<file path="config.mk">
export PLATFORM = sky130hd
export DESIGN_NAME = ctx_switch_seq
export DESIGN_NICKNAME = d
export VERILOG_FILES = /design/src/rtl/ctx_switch_seq.sv
export SDC_FILE = /design/constraint.sdc
export NUM_CORES = 1
export LEC_CHECK = 0
export BUFFER_PORTS_ARGS = -buffer_cell sky130_fd_sc_hd__buf_2
export CAP_MARGIN = 20
export CORE_MARGIN = 2
export CORE_UTILIZATION = 57
export DETAILED_ROUTE_END_ITERATION = 8
export GPL_TIMING_DRIVEN = 0
export PLACE_DENSITY = 0.78
export SETUP_SLACK_MARGIN = 0.05
export SLEW_MARGIN = 20
export SYNTH_ARGS = -nofsm -noshare
export SYNTH_HDL_FRONTEND = slang
export SYNTH_SLANG_ARGS = --single-unit
export TNS_END_PERCENT = 30
</file>
<file path="constraint.sdc">
create_clock -name clk -period 4.9 [get_ports clk]
set_input_delay 0.98 -clock clk [delete_from_list [all_inputs] [get_ports clk]]
set_output_delay 0.98 -clock clk [all_outputs]
set_load 0.01 [all_outputs]
</file>
<file path="src/rtl/ctx_switch_seq.sv">
module ctx_switch_seq #(
  parameter logic [15:0] NMI_VEC = 16'hFFFC
) (
  input  logic        clk,
  input  logic        rst_n,
  input  logic        call_req,
  input  logic [15:0] call_vec,
  input  logic        ret_req,
  input  logic        irq_req,
  input  logic [3:0]  irq_lvl,
  input  logic        nmi_req,
  output logic        mem_req,
  output logic        mem_we,
  output logic [15:0] mem_addr,
  output logic [15:0] mem_wdata,
  input  logic [15:0] mem_rdata,
  input  logic        mem_ack,
  output logic        busy,
  output logic        done,
  output logic [15:0] wp,
  output logic [15:0] pc,
  output logic [15:0] st
);
  typedef enum logic [3:0] {
    IDLE, VEC_WP, VEC_PC, SAV13, SAV14, SAV15, RES15, RES14, RES13
  } state_t;

  state_t      state;
  logic [15:0] vaddr, nwp, npc;
  logic        from_irq;
  logic [3:0]  lvl_q;

  wire irq_ok = irq_req && (irq_lvl <= st[3:0]);
  wire [3:0] new_mask = (lvl_q == 4'd0) ? 4'd0 : lvl_q - 4'd1;

  assign busy    = (state != IDLE);
  assign mem_req = busy;
  assign mem_we  = (state == SAV13) || (state == SAV14) || (state == SAV15);

  always_comb begin
    mem_addr  = 16'h0000;
    mem_wdata = 16'h0000;
    case (state)
      VEC_WP: mem_addr = vaddr;
      VEC_PC: mem_addr = vaddr + 16'd2;
      SAV13:  begin mem_addr = nwp + 16'd26; mem_wdata = wp; end
      SAV14:  begin mem_addr = nwp + 16'd28; mem_wdata = pc; end
      SAV15:  begin mem_addr = nwp + 16'd30; mem_wdata = st; end
      RES15:  mem_addr = wp + 16'd30;
      RES14:  mem_addr = wp + 16'd28;
      RES13:  mem_addr = wp + 16'd26;
      default: ;
    endcase
  end

  always_ff @(posedge clk) begin
    if (!rst_n) begin
      state    <= IDLE;
      wp       <= '0;
      pc       <= '0;
      st       <= '0;
      vaddr    <= '0;
      nwp      <= '0;
      npc      <= '0;
      from_irq <= 1'b0;
      lvl_q    <= '0;
      done     <= 1'b0;
    end else begin
      done <= 1'b0;
      case (state)
        IDLE: begin
          if (nmi_req) begin
            vaddr <= NMI_VEC; from_irq <= 1'b0; state <= VEC_WP;
          end else if (irq_ok) begin
            vaddr <= {10'b0, irq_lvl, 2'b00}; lvl_q <= irq_lvl;
            from_irq <= 1'b1; state <= VEC_WP;
          end else if (call_req) begin
            vaddr <= call_vec; from_irq <= 1'b0; state <= VEC_WP;
          end else if (ret_req) begin
            state <= RES15;
          end
        end
        VEC_WP: if (mem_ack) begin nwp <= mem_rdata; state <= VEC_PC; end
        VEC_PC: if (mem_ack) begin npc <= mem_rdata; state <= SAV13; end
        SAV13:  if (mem_ack) state <= SAV14;
        SAV14:  if (mem_ack) state <= SAV15;
        SAV15:  if (mem_ack) begin
          wp    <= nwp;
          pc    <= npc;
          if (from_irq) st[3:0] <= new_mask;
          done  <= 1'b1;
          state <= IDLE;
        end
        RES15:  if (mem_ack) begin npc <= mem_rdata; state <= RES14; end
        RES14:  if (mem_ack) begin pc <= mem_rdata; st <= npc; state <= RES13; end
        RES13:  if (mem_ack) begin wp <= mem_rdata; done <= 1'b1; state <= IDLE; end
        default: state <= IDLE;
      endcase
    end
  end
endmodule

</file>
==> run metrics <==
antenna violations before repair=0; Critical Setup Path Class=flip-flop to output port; clock latency at the later pin of the worst-skew pair=0.36 ns; final routed DRC violation total=0; Worst EP arrival=3.82 ns; worst setup slack for register-to-register paths=2.30 ns; DIE HEIGHT=118 um; proportion of synthesized chip area in sequential cells=0.288; number of warning messages in the yosys log=0; area of the placeable core=12,600 um2; post-layout power=3030 uW; placer's final routability congestion estimate=1.03; count of pins on the block boundary=127; commonest non-fill, non-tap cell in the layout=nand2_1; Worst R2R Path Depth=7; reg-to-reg startpoint=state[2]; crit path max fanout=10; standby leakage power=0.00341 uW; first-pass GRT wire length=44.0 mm; overall global routing resource usage=0.402; largest buffer count on any clock path=2; Cells on Worst Hold Path=2; worst-margin pin slew=1.08 ns; number of synthesized flops with an enable pin=0; slowest library cell on the worst path=or4b_1; syn avg cell area=7.20 um2; pin count of the biggest net entering global routing=20; cell type with the highest aggregate area in the netlist=dfxtp_1; worst endpoint required time=3.92 ns; TritonCTS sink count=106; NumNets Final=1,215; Clock power frac=0.234; Reg-to-Reg End=wp[6]; final setup violating endpoints=0; layout-stage area growth over the synthesis result=17.2%; number of iterations in the first detailed-routing pass=6; hold violation total from the final report=0; top cell type's share of synthesized area=0.288; top library cells by usage in the layout, fill and taps aside=nand2_1 (200), buf_2 (144), dfxtp_1 (106), a21oi_1 (103), nor2_1 (85); Worst path max stage delay=0.52 ns; most numerous cell on the critical path=a211oi_1; count of pins over their slew limit=0; Critical Path End Type=output port; # rows=41; fraction of final layout cells sized beyond drive strength 1=0.181; clock tree from TritonCTS=yes; power density normalized to cell area=351 nW/um2; dominant register cell in the synthesized netlist=dfxtp_1; unrepaired setup endpoints after global routing=false; per-cell routed wire length=21.3 um; post-route clock period utilization=0.979; switching power share of the total=0.426; path class of the lowest-slack min-delay path=flip-flop to flip-flop; share of power burned in registers=0.354; hold-fix buffer count after cts=0; worst slew margin relative to its limit=0.274; Syn Std Cell Area=7370 um2; Worst setup SP type=flip-flop; post-synthesis async set-or-reset flop share=0; antenna diode instance count=0; post-detailed-route via-to-cell ratio=6.59; synthesized netlist cell count=1,023; post-CTS clock slew at the launch and capture registers of the worst setup and hold paths=0.08 ns; count of port buffers added during placement=126; shortest clock period the worst path allows after layout=4.80 ns; share of the core filled with cells=0.684; fmax=0.208 GHz; top cells by area in the synthesized netlist=dfxtp_1 (29%), nand2_1 (10%), a21oi_1 (7.0%); worst hold path startpoint=npc[4]; H-tree level count=3; chain of cells forming the critical path=buf_6, nand4bb_4, clkbuf_4, buf_4, mux2i_1, ha_2, or3b_2, or4b_1, a21oi_4, a211oi_1, a211oi_1, o311ai_1, buf_2; root buffer cell=clkbuf_16; TritonCTS Buffers=9; Internal Dissipation=1740 uW; Die Width=118 um; number of DRC markers in iteration 0=1,449; estimated wirelength of the detail-placed design=21.5 mm; aggregate negative setup slack=0 ns; die area=13,800 um2; number of vias after detailed routing=8,835; worst voltage drop across the vdd grid=223 uV; part of the total power dissipated in combinational logic=0.411; max-cap violations=0; grt ovf=0; Worst Skew=0.00697 ns; vias in the first global route=8,009; register bit count reported by yosys=106; post-synth net total=1,074; Net Switching=1290 uW; outcome=finished, final reports clean; initial standard-cell utilization of the core=0.584; count of different cell masters after synthesis=78; number of nets with antenna violations after detailed routing=0; Final Routed Wirelength=28.6 mm; terminating pin of the worst hold path=st[4]
[worst max-delay path, delay by kind of cell (launching register included)]
family,cells,cell delay (ns)
adders and majority gates,1,0.26
AOI/OAI and AO/OA,4,0.78
muxes,1,0.14
and+or+nand+nor,3,0.99
DFF,1,0.44
buffers and inverters,4,0.85
[final cells by class]
type,count,area [um2]
plain buffers,93,417
clock buffers,10,229
flip-flops and latches,106,2120
inverters,29,109
multi-input cells,793,4810
well taps,172,215
clock inverters,6,56.3
repair buffers,132,676
fillers,1192,3990
[worst max-delay path by stage]
| stage | start | endpoint | slack, ns |
|---|---|---|---|
| 2_1_floorplan | state[3] | mem_addr[14] | 0.98 |
| 3_3_place_gp | state[3] | mem_addr[14] | -0.37 |
| 3_5_place_dp | state[3] | mem_addr[14] | -0.36 |
| 4_1_cts | state[0] | mem_addr[15] | 0.002 |
| 5_1_grt | state[1] | mem_addr[15] | 0.03 |
| 6_report | state[1] | mem_addr[15] | 0.10 |
[per-stage QoR]
step                      setup slack, ns  std cells  hold slack (ns)  cell area, um2
after floorplan                     0.978       1023            0.445            7370
after global placement             -0.369       1321            0.460            8210
after detailed placement           -0.360       1321            0.461            8210
after CTS                         0.00194       1338            0.468            8550
after global routing               0.0334       1341            0.485            8630
final                               0.103       1341            0.473            8630
[power by group through the flow]
stage	registers [uW]	logic (uW)	clock network [uW]
4_1_cts	1070	1190	711
6_report	1070	1250	711
3_5_place_dp	1090	1160	0
2_1_floorplan	1060	769	0
3_3_place_gp	1080	1160	0
5_1_grt	1090	1340	741
[sequential cells by signal, summed over array words and instances, names as in the netlist]
signal,count
vaddr,16
state,4
pc,16
nwp,16
lvl_q,4
from_irq,1
wp,16
npc,16
st,16
done,1
[what timing repair did]
action                                  CTS  global route
pin swaps                                 0             3
endpoints found under the setup margin   11             7
setup buffers                             2             4
gates resized for setup                  12            18
[layer usage]
metal | part of all wire | track usage | vias to the layer above
met3 | 0.12 | 0.0843 | 111
met1 | 0.40 | 0.534 | 4088
met2 | 0.43 | 0.613 | 640
met4 | 0.052 | 0.216 | 0
li1 | - | - | 3996
met5 | 0 | 0 | -
[synthesized netlist by cell type, drive strengths merged (6+ instances only)]
master / number
dfxtp: 106
a31oi: 12
o211ai: 9
ha: 8
a221oi: 8
o21ai: 44
clkbuf: 61
nor2: 85
nand4: 11
a222oi: 17
a21oi: 105
a311oi: 30
mux2i: 27
xnor2: 17
a22oi: 11
nor4: 6
nor3: 19
nand2: 201
buf: 34
and3: 8
a211oi: 13
xor2: 17
and2: 6
inv: 29
nand3: 38
nand2b: 10
[cells by family after synthesis]
logic type / synth area share
AOI/OAI and AO/OA: 0.272
and+or+nand+nor: 0.271
buffers and inverters: 0.0685
adders and majority gates: 0.0163
DFF: 0.288
muxes: 0.0445
xor gates and xnor gates: 0.0404
No activity file was read; power rests on OpenSTA's default activity.
